==> src/rtl/sb_pkg.sv <==
package sb_pkg;

  // Decisions made by the control half for one decode cycle
  typedef struct packed {
    logic issue;
    logic stall;
    logic fwdA;
    logic fwdB;
  } sbStrobes_t;

  localparam int SB_NUM_SRC = 2;

endpackage

==> src/rtl/sb_ctrl.sv <==
module sb_ctrl
  import sb_pkg::*;
#(
  parameter int REG_W = 4
) (
  input  logic                   fwdEn,
  input  logic                   decValid,
  input  logic [REG_W-1:0]       decSrcA,
  input  logic [REG_W-1:0]       decSrcB,
  input  logic [REG_W-1:0]       decDst,
  input  logic [(1<<REG_W)-1:0]  busyMask,
  input  logic                   exValid,
  input  logic [REG_W-1:0]       exDst,
  output sbStrobes_t             strobe
);

  logic [REG_W-1:0]      srcSpec [SB_NUM_SRC];
  logic [SB_NUM_SRC-1:0] srcFwd;
  logic [SB_NUM_SRC-1:0] srcHold;
  logic                  dstHold;
  logic                  stallNow;
  logic                  issueNow;

  assign srcSpec[0] = decSrcA;
  assign srcSpec[1] = decSrcB;

  // One hazard comparator per source operand
  generate
    for (genvar s = 0; s < SB_NUM_SRC; s++) begin : g_src
      assign srcFwd[s]  = fwdEn && exValid && (exDst == srcSpec[s]);
      assign srcHold[s] = busyMask[srcSpec[s]] && !srcFwd[s];
    end
  endgenerate

  // The destination never bypasses: a second write must wait for the first
  assign dstHold  = busyMask[decDst];
  assign stallNow = decValid && ((|srcHold) || dstHold);
  assign issueNow = decValid && !stallNow;

  always_comb begin
    strobe       = '0;
    strobe.stall = stallNow;
    strobe.issue = issueNow;
    strobe.fwdA  = issueNow && srcFwd[0];
    strobe.fwdB  = issueNow && srcFwd[1];
  end

endmodule

==> src/rtl/sb_datapath.sv <==
module sb_datapath
  import sb_pkg::*;
#(
  parameter int REG_W = 4,
  parameter int CNT_W = 16
) (
  input  logic                   clk,
  input  logic                   rstN,
  input  sbStrobes_t             strobe,
  input  logic [REG_W-1:0]       decDst,
  output logic                   decIssue,
  output logic                   decStall,
  output logic                   fwdSelA,
  output logic                   fwdSelB,
  output logic [(1<<REG_W)-1:0]  busyMask,
  output logic [(1<<REG_W)-1:0]  regValid,
  output logic                   exValid,
  output logic [REG_W-1:0]       exDst,
  output logic                   wbValid,
  output logic [REG_W-1:0]       wbDst,
  output logic [CNT_W-1:0]       issueCount,
  output logic [CNT_W-1:0]       stallCount
);

  localparam int NUM_REGS = 1 << REG_W;

  logic [NUM_REGS-1:0] readyQ;

  // One ready flop per architectural register
  generate
    for (genvar g = 0; g < NUM_REGS; g++) begin : g_reg
      logic markHit;
      logic wbHit;
      assign markHit = strobe.issue && (decDst == REG_W'(g));
      assign wbHit   = wbValid && (wbDst == REG_W'(g));

      always_ff @(posedge clk or negedge rstN) begin
        if (!rstN)        readyQ[g] <= 1'b1;
        else if (markHit) readyQ[g] <= 1'b0;
        else if (wbHit)   readyQ[g] <= 1'b1;
      end

      // Same-cycle writeback makes the register visible as ready
      assign busyMask[g] = !readyQ[g] && !wbHit;
    end
  endgenerate

  // Execute and store stage tracking
  always_ff @(posedge clk or negedge rstN) begin
    if (!rstN) begin
      exValid <= 1'b0;
      exDst   <= '0;
      wbValid <= 1'b0;
      wbDst   <= '0;
    end else begin
      exValid <= strobe.issue;
      if (strobe.issue) exDst <= decDst;
      wbValid <= exValid;
      if (exValid) wbDst <= exDst;
    end
  end

  always_ff @(posedge clk or negedge rstN) begin
    if (!rstN) begin
      issueCount <= '0;
      stallCount <= '0;
    end else begin
      if (strobe.issue) issueCount <= issueCount + CNT_W'(1);
      if (strobe.stall) stallCount <= stallCount + CNT_W'(1);
    end
  end

  assign regValid = readyQ;
  assign decIssue = strobe.issue;
  assign decStall = strobe.stall;
  assign fwdSelA  = strobe.fwdA;
  assign fwdSelB  = strobe.fwdB;

endmodule

==> src/rtl/interlock_scoreboard.sv <==
module interlock_scoreboard
  import sb_pkg::*;
#(
  parameter int REG_W = 4,
  parameter int CNT_W = 16
) (
  input  logic                   clk,
  input  logic                   rstN,
  input  logic                   fwdEn,
  input  logic                   decValid,
  input  logic [REG_W-1:0]       decSrcA,
  input  logic [REG_W-1:0]       decSrcB,
  input  logic [REG_W-1:0]       decDst,
  output logic                   decStall,
  output logic                   decIssue,
  output logic                   fwdSelA,
  output logic                   fwdSelB,
  output logic                   exValid,
  output logic [REG_W-1:0]       exDst,
  output logic                   wbValid,
  output logic [REG_W-1:0]       wbDst,
  output logic [(1<<REG_W)-1:0]  regValid,
  output logic [CNT_W-1:0]       issueCount,
  output logic [CNT_W-1:0]       stallCount
);

  sbStrobes_t           strobe;
  logic [(1<<REG_W)-1:0] busyMask;

  sb_ctrl #(.REG_W(REG_W)) u_ctrl (
    .fwdEn    (fwdEn),
    .decValid (decValid),
    .decSrcA  (decSrcA),
    .decSrcB  (decSrcB),
    .decDst   (decDst),
    .busyMask (busyMask),
    .exValid  (exValid),
    .exDst    (exDst),
    .strobe   (strobe)
  );

  sb_datapath #(.REG_W(REG_W), .CNT_W(CNT_W)) u_dp (
    .clk        (clk),
    .rstN       (rstN),
    .strobe     (strobe),
    .decDst     (decDst),
    .decIssue   (decIssue),
    .decStall   (decStall),
    .fwdSelA    (fwdSelA),
    .fwdSelB    (fwdSelB),
    .busyMask   (busyMask),
    .regValid   (regValid),
    .exValid    (exValid),
    .exDst      (exDst),
    .wbValid    (wbValid),
    .wbDst      (wbDst),
    .issueCount (issueCount),
    .stallCount (stallCount)
  );

endmodule

==> config.mk <==
export PLATFORM = sky130hd
export DESIGN_NAME = interlock_scoreboard
export DESIGN_NICKNAME = d
export VERILOG_FILES = /design/src/rtl/sb_pkg.sv /design/src/rtl/sb_ctrl.sv /design/src/rtl/sb_datapath.sv /design/src/rtl/interlock_scoreboard.sv
export SDC_FILE = /design/constraint.sdc
export NUM_CORES = 1
export LEC_CHECK = 0
export CAP_MARGIN = 20
export CORE_UTILIZATION = 53
export CTS_CLUSTER_SIZE = 12
export DETAILED_ROUTE_END_ITERATION = 7
export HOLD_SLACK_MARGIN = 0.08
export PLACE_DENSITY = 0.84
export SETUP_SLACK_MARGIN = 0.2
export SYNTH_ARGS = -nofsm -noshare
export SYNTH_HDL_FRONTEND = slang
export SYNTH_HIERARCHICAL = 1
export SYNTH_SLANG_ARGS = --single-unit
export TNS_END_PERCENT = 1
==> constraint.sdc <==
create_clock -name clk -period 9 [get_ports clk]
set_clock_uncertainty 0.1 [all_clocks]
set_input_delay 1.35 -clock clk [delete_from_list [all_inputs] [get_ports clk]]
set_output_delay 1.35 -clock clk [all_outputs]
set_load 0.02 [all_outputs]
# Word-level counts from Yosys, hierarchy flattened

Index checks and enable logic that the tools add are counted.

Reduce and logical (&&, ||, !) cells: 112
Eq/ne operators: 32
Add/sub/neg operators: 2
Magnitude comparators: 3
Muxes and demuxes: 38

Operators by type and width:

| kind                  | count |
|---|---|
| $eq 4x4->1 const B    | 16 |
| $logic_and 1x1->1     | 57 |
| $logic_not 1->1       | 35 |
| $mux 1                | 35 |
| $add 16x1->16 const B | 2 |
| $eq 4x3->1 const B    | 8 |
| $reduce_bool 2->1     | 16 |
| $eq 4x2->1 const B    | 4 |
| $lt 4x5->1 const B    | 3 |
| $bmux 1 s4            | 3 |
| $eq 4x1->1 const B    | 2 |
| $eq 4x4->1            | 2 |
| $logic_not 4->1       | 2 |
| $reduce_or 2->1       | 1 |
| $logic_or 1x1->1      | 1 |

Input port bits: 16
Flip-flop bits (word level): 58
Output and inout port bits: 62
Word-level logic and storage cells: 209

# Longest topological paths before layout

Gate-level depths: netlist (run 1).

Depth after elaboration: 14
Depth in mapped cells: 13

# Modules after synthesis

Netlist (run 1), hierarchy kept.

By module, submodules not included:

| module      | seq. area each (sq um) | instances | cells each | area an instance (sq um) |
|---|---|---|---|---|
| sb_datapath | 1471.4                 | 1         | 202        | 2428.6 |
| sb_ctrl     | 0.0                    | 1         | 46         | 558.0 |

# Least setup slack after synthesis (run 1)

No wires, ideal clock.

Path type: input to output
Start point: in decSrcB[3]
End point: out decStall
Slack: 4.472 ns
Required time: 7.550 ns
Buffers on the path: 2
Stages: 6
Arrival time: 3.078 ns
Path through: mux4_1 -> mux4_2 -> o311a_1 -> a311o_1 -> buf_4 -> buf_4

Longest elaborated chain between the ends: 7

RTL lines:

| item                                                               | RTL line                   | source |
|---|---|---|
| start, declared                                                    | interlock_scoreboard.sv:12 | `input logic [REG_W-1:0] decSrcB,` |
| parallel branches: the longest is 3 deep, another holds $bmux 1 s4 | -                          |  |
| $logic_and 1x1->1 (*)                                              | sb_ctrl.sv:31              | `assign srcHold[s] = busyMask[srcSpec[s]] && !srcFwd[s];` |
| $reduce_or 2->1 (*)                                                | sb_ctrl.sv:37              | `assign stallNow = decValid && ((\|srcHold) \|\| dstHold);` |
| $logic_or 1x1->1 (*)                                               | sb_ctrl.sv:37              |  |
| $logic_and 1x1->1 (*)                                              | sb_ctrl.sv:37              |  |
| end, declared                                                      | interlock_scoreboard.sv:14 | `output logic decStall,` |

Mark *: on every way between the ends. The select of a mux whose other input is x is not followed.

# Worst setup path in the final report (run 1)

Start point: in decDst[0]
End point: out decIssue

Longest elaborated chain between the ends: 6

RTL lines:

| item                         | RTL line                   | source |
|---|---|---|
| start, declared              | interlock_scoreboard.sv:13 | `input logic [REG_W-1:0] decDst,` |
| $bmux 1 s4                   | sb_ctrl.sv:36              | `assign dstHold = busyMask[decDst];` |
| $mux 1 (implied by the code) | sb_ctrl.sv:36              |  |
| $logic_or 1x1->1             | sb_ctrl.sv:37              |  |
| $logic_and 1x1->1            | sb_ctrl.sv:37              |  |
| $logic_not 1->1              | sb_ctrl.sv:38              | `assign issueNow = decValid && !stallNow;` |
| $logic_and 1x1->1            | sb_ctrl.sv:38              |  |
| end, declared                | interlock_scoreboard.sv:15 | `output logic decIssue,` |

Every way passes these cells. The select of a mux whose other input is x is not followed.

==> out/qor.yml, run 1 <==
outcome:
  status: "finished clean"
finish:
  fill_cells: 392
  n_antenna_cell: 0
  final_cell_count_no_fill: 403
  multi_input_area_um2: 1460
  drive_above_1_share: 0.171
  seqCellArea_um2: 1470
  finalInstanceArea_um2: 3970
  nNetsFinal: 346
  post-route-util: 0.754
  syn2layout_area_growth_pct: 33.0
timing:
  period_minus_slack_ns: 6.26
  layout_setup_ws_ns: 2.74
  rsz0062_at_grt: "no"
  fin_crit_sh: 0.696
  setup_violations: 0
  relSlewSlack: 0.363
  fmaxAchievable_mhz: 160
  whs_ns: 0.369
  worstMarginPinSlew_ns: 0.954
  final.setup.tns_ns: 0
  hold_viol_final: 0
  slew_viol_final: 0
route:
  vias: 2437
  post-route-drc-count: 0
  dr.pass1.iters: 5
  totalWireLength_mm: 7.53
  vias_per_cell: 6.05
  wl_per_cell_um: 18.7
  drt-initial-drc-count: 293
  postRouteAntennaNets: 0
min_path:
  hold_class: "reg -> reg"
  hold_path_depth: 1
critical_path:
  cp_slowest_cell: "clkdlybuf4s50_1"
  reg2regPathDepth: 10
  worst_path_most_repeated_cell: "clkdlybuf4s50_1"
  cp.arrival_ns: 4.81
  cp_max_fo: 16
  max_stage_delay_ns: 0.83
  cp-start-kind: "input pin"
  worstPathRequired_ns: 7.55
  path_cells: "clkdlybuf4s50_1 > mux4_2 > o22a_1 > a21bo_2 > a211oi_2 > clkdlybuf4s50_1"
  endpoint_kind: "primary output"
  path_class: "in -> out"
logic_synthesis:
  synth.top_cells.by_area: "dfrtp_1, dfstp_2, xnor2_1"
  syn_nets: 266
  ys_seq_elements: 58
  synthArstFlopShare: 1.00
  synth_area_um2: 2990
  netlist_instances: 248
  postSynthAreaPerCell_um2: 12.0
  ys_seq_area_frac: 0.493
  synth_top_area_share: 0.352
  ys.flop_type: "dfrtp_1"
  synth-edff-count: 0
  synth_top_area_cell: "dfrtp_1"
  yosysWarnings: 6
  synth_cell_types: 39
job:
  cap_violations: 0
die:
  core_um2: 5270
  row_count: 26
  chipHeight_um: 77.1
  pin_count: 78
  initial_core_util: 0.567
  die_x_um: 77.1
  die_area_um2: 5940
placed_design:
  portBuffers: 77
  dpl_cell_area_um2: 3790
  pre_cts_ws_ns: 2.76
  place_congestion: 0.899
  dp.final_hpwl_mm: 5.39
  placed_cells: 387
cts:
  cts_hold_buf: 0
  cts_resized: 0
  clock_latency_ns: 0.33
  cts_buffer_depth: 2
  cts_inserted_buffers: 9
  cts_num_sinks: 58
  post_cts_buffers: 0
  root_buffer: "clkbuf_8"
  clkTransAtPathRegs_ns: 0.07
  cts_tree: "yes"
  cts-htree-levels: 3
power_and_ir_drop:
  ir_drop_mv: 0.181
  fin_total_pwr_mw: 1.26
  powerDensity_nw_per_um2: 318
  cellLeakagePower_nw: 1.63
grt:
  antenna_found_initial: 0
  overflow: 0
  grt_use_total: 0.275
  grt_max_degree: 59
  first_global_vias: 2373
  grt_pass1_wl_mm: 12.2
state kept, by name, indices dropped and copies added, names as in the netlist:
register and count:
u_dp/exDst 4, u_dp/exValid 1, u_dp/issueCount 16, u_dp/regValid 16, u_dp/stallCount 16, u_dp/wbDst 4, u_dp/wbValid 1
metal layers:
metal	GRT usage	vias to the layer above	part of all wire	wire length, um
met3	0.0929	25	0.10	776
met1	0.355	1179	0.42	3140
met5	0	-	0	0
met4	0.136	0	0.024	182
li1	-	1074	-	-
met2	0.414	159	0.45	3420
cells in the final DEF, fill, tap and decap left out, drive strengths merged, types with 2 or more instances in the layout:
cell,instances
clkdlybuf4s50,76
dfrtp,42
xnor2,28
a21oi,24
dfstp,16
nand2,14
clkbuf,14
mux4,13
nor2,12
nand3,12
xor2,10
mux2,9
nand4,9
a31oi,8
and3,7
nor2b,4
and4,4
mux2i,3
nand2b,2
o22a,2
nor3b,2
and3b,2
inv,2
and2,2
ha,2
clkinv,2
buf,2
a211oi,2
cells by family after synthesis:
kind of cell    count (synthesis)  synth area share
fa+ha+maj                       2           0.00838
xor+xnor                       38             0.111
buf+inv                        11            0.0218
mux                            25             0.147
flops                          58             0.493
compound gates                 41            0.0830
simple gates                   73             0.136
worst paths after layout:
| path | from | end | slack (ns) |
|---|---|---|---|
| setup reg to reg | u_dp/wbDst[2]$_DFFE_PN0P_ | u_dp/issueCount[9]$_DFFE_PN0P_ | 4.76 |
| hold / removal | u_dp/issueCount[15]$_DFFE_PN0P_ | u_dp/issueCount[15]$_DFFE_PN0P_ | 0.37 |
| setup / recovery | decDst[0] | decIssue | 2.74 |
| min in group asynchronous | rstN | u_dp/wbValid$_DFF_PN0_ | 1.06 |
| max in group asynchronous | rstN | u_dp/issueCount[8]$_DFFE_PN0P_ | 7.28 |
| hold reg to reg | u_dp/issueCount[15]$_DFFE_PN0P_ | u_dp/issueCount[15]$_DFFE_PN0P_ | 0.37 |
report_power, final:
part | internal, mW | switching [mW] | total (mW)
Clock | 0.115 | 0.0962 | 0.211
Sequential | 0.367 | 0.103 | 0.470
Combinational | 0.286 | 0.297 | 0.583
Total | 0.768 | 0.497 | 1.26
cell usage after synthesis, types with 3 or more instances:
cell type  instances
a21oi_1           24
a31oi_1            8
and3_1             6
buf_4              6
dfrtp_1           42
dfstp_2           16
mux2_2             9
mux2i_1            3
mux4_1             4
mux4_2             9
nand2_1           14
nand3_1           12
nand4_1            8
nor2_1            12
nor2b_1            4
xnor2_1           28
xor2_1            10
worst max-delay path: cells and delay by family:
| family | cells | cell delay, ns |
|---|---|---|
| compound gates | 3 | 1.29 |
| buf+inv | 2 | 1.60 |
| mux | 1 | 0.57 |
final cells by class:
cell class	count	share of cell area
inverter	2	0.00189
multi-input combinational	179	0.366
clock inverter	2	0.00347
clock buffer	14	0.0410
timing repair buffer	78	0.195
sequential	58	0.371
tap	70	0.0221
No activity file was read; power rests on OpenSTA's default activity.
==> inputs of run 2 (changes only) <==
--- a/config.mk
+++ b/config.mk
@@ -6,11 +6,11 @@
 export NUM_CORES = 1
 export LEC_CHECK = 0
 export CAP_MARGIN = 20
-export CORE_UTILIZATION = 53
+export CORE_UTILIZATION = 44
 export CTS_CLUSTER_SIZE = 12
 export DETAILED_ROUTE_END_ITERATION = 7
 export HOLD_SLACK_MARGIN = 0.08
-export PLACE_DENSITY = 0.84
+export PLACE_DENSITY = 0.74
 export SETUP_SLACK_MARGIN = 0.2
 export SYNTH_ARGS = -nofsm -noshare
 export SYNTH_HDL_FRONTEND = slang
==> constraint.sdc (replaced) <==
create_clock -name clk -period 5.1 [get_ports clk]
set_clock_uncertainty 0.1 [all_clocks]
set_input_delay 0.765 -clock clk [delete_from_list [all_inputs] [get_ports clk]]
set_output_delay 0.765 -clock clk [all_outputs]
set_load 0.02 [all_outputs]
==> out/qor.yml, run 2 (same netlist as run 1, synthesis figures left out) <==
cts:
  post_cts_buffers: 0  # unchanged
  root_buffer: "clkbuf_8"
  cts_resized: 0  # unchanged
  cts-htree-levels: 3  # unchanged
  cts_num_sinks: 58  # unchanged
  cts_tree: "yes"
  clkTransAtPathRegs_ns: 0.07  # about the same
  cts_inserted_buffers: 9  # unchanged
  cts_buffer_depth: 2  # unchanged
  clock_latency_ns: 0.33  # about the same
  cts_hold_buf: 0  # unchanged
timing:
  relSlewSlack: 0.521  # +0.158
  slew_viol_final: 0  # unchanged
  final.setup.tns_ns: 0  # unchanged
  layout_setup_ws_ns: 0.433  # -2.30 ns
  setup_violations: 0  # unchanged
  rsz0062_at_grt: "no"
  hold_viol_final: 0  # unchanged
  period_minus_slack_ns: 4.67
  fmaxAchievable_mhz: 214
  whs_ns: 0.368  # -0.000748 ns
  fin_crit_sh: 0.915
  worstMarginPinSlew_ns: 0.719  # -0.235 ns
finish:
  mostFrequentLayoutCells: "clkdlybuf4s50_1, dfrtp_1, xnor2_1"
  drive_above_1_share: 0.178  # +0.00654
  layout.cells.most_common: "clkdlybuf4s50_1"
  post-route-util: 0.620  # -0.134
  fill_cells: 526  # +34%
  nNetsFinal: 347  # +0.29%
  n_antenna_cell: 0  # unchanged
  final_cell_count_no_fill: 409  # +1.5%
  syn2layout_area_growth_pct: 34.0
route:
  post-route-drc-count: 11  # +11
  postRouteAntennaNets: 0  # unchanged
  wl_per_cell_um: 18.1  # -3.2%
  vias: 2375  # -2.5%
  dr.pass1.iters: 6  # +1
  vias_per_cell: 5.81  # -4.0%
  totalWireLength_mm: 7.40  # -1.7%
  drt-initial-drc-count: 244  # -17%
critical_path:
  path_class: "reg -> out"
  r2r-end: "u_dp/issueCount[9]$_DFFE_PN0P_"
  endpoint_kind: "primary output"
  cp_max_fo: 7  # -9
  worstPathRequired_ns: 4.24  # -3.31 ns
  cp-start-kind: "flip-flop"
  reg2regPathDepth: 11  # +1
  r2r_setup_slack_ns: 1.28  # -3.48 ns
  crit_start: "u_dp/wbDst[2]$_DFFE_PN0P_"
  cp.arrival_ns: 3.80  # -1.01 ns
  r2r_start: "u_dp/wbDst[2]$_DFFE_PN0P_"
grt:
  grt_pass1_wl_mm: 11.8  # -3.2%
  overflow: 0  # unchanged
  grt_use_total: 0.216  # -0.0589
  grt_max_degree: 59  # unchanged
  antenna_found_initial: 0  # unchanged
  first_global_vias: 2401  # +1.2%
min_path:
  hold_path_depth: 1  # unchanged
  hold_class: "reg -> reg"
  min_to: "u_dp/issueCount[15]$_DFFE_PN0P_"
  hp-start: "u_dp/issueCount[15]$_DFFE_PN0P_"
die:
  initial_core_util: 0.462  # -0.104
  die_area_um2: 7120  # +20%
  chipHeight_um: 84.4  # +9.5%
  core_um2: 6460  # +23%
  row_count: 29  # +12%
  die_x_um: 84.4  # +9.5%
  pin_count: 78  # unchanged
placed_design:
  pre_cts_ws_ns: 0.590  # -2.17 ns
  dp.final_hpwl_mm: 5.22  # -3.2%
  place_congestion: 0.944  # +5.1%
  placed_cells: 395  # +2.1%
  portBuffers: 77  # unchanged
outcome:
  status: "complete, but fails checks"
  violations: "DRC"
power_and_ir_drop:
  cellLeakagePower_nw: 1.65  # +0.96%
  powerDensity_nw_per_um2: 565  # +77%
  ir_drop_mv: 0.395  # +120%
job:
  cap_violations: 0  # unchanged
## run 2: changes by cell type in the layout (fill, tap and decap cells not counted)
cell / delta
clkbuf_1: -3
clkinv_4: -1
buf_4: +1
clkinv_2: +1
bufinv_16: +1
## run 2: worst max path at each step
stage / endpoint / slack (ns) / depth (start not counted)
floorplan: decStall / 1.52 / 8
global placement: decStall / 0.64 / 6
detailed placement: decStall / 0.59 / 6
CTS: decStall / 0.45 / 7
global route: decStall / 0.30 / 7
finish: decStall / 0.43 / 7
## run 2: cell type report
class	count	area, um2	share of cell area
Clock inverter	3	40.0	0.0100
Timing Repair Buffer	79	781	0.195
Clock buffer	11	151	0.0378
Tap cell	77	96.3	0.0241
Sequential cell	58	1470	0.368
Inverter	2	7.51	0.00188
Multi-Input combinational cell	179	1460	0.364
## run 2: metal layers
layer	wire length [um]	vias up	global-route usage
li1	-	1076	-
met1	3210	1161	0.284
met2	3490	121	0.340
met3	544	17	0.0462
met4	152	0	0.112
met5	0	-	0
## run 2: worst max-delay path, stage by stage (launching register included)
cell and delay, ns:
dfrtp_1 0.43, nor3b_1 0.49, a31oi_1 0.29, mux4_1 0.57, mux4_2 0.50, o311a_1 0.15, a311o_1 0.45, clkdlybuf4s50_1 0.60
## run 2: where the power goes
part / internal, mW / switching, mW / total [mW]
clock network: 0.245 / 0.166 / 0.411
logic: 0.505 / 0.524 / 1.03
registers: 0.648 / 0.174 / 0.822
total: 1.40 / 0.863 / 2.26
## run 2: through the flow
step	area [um2]	power, mW
after global placement	3810	1.82
after detailed placement	3810	1.84
after floorplan	2990	1.38
after global routing	4000	2.37
after CTS	4000	2.27
final	4000	2.26
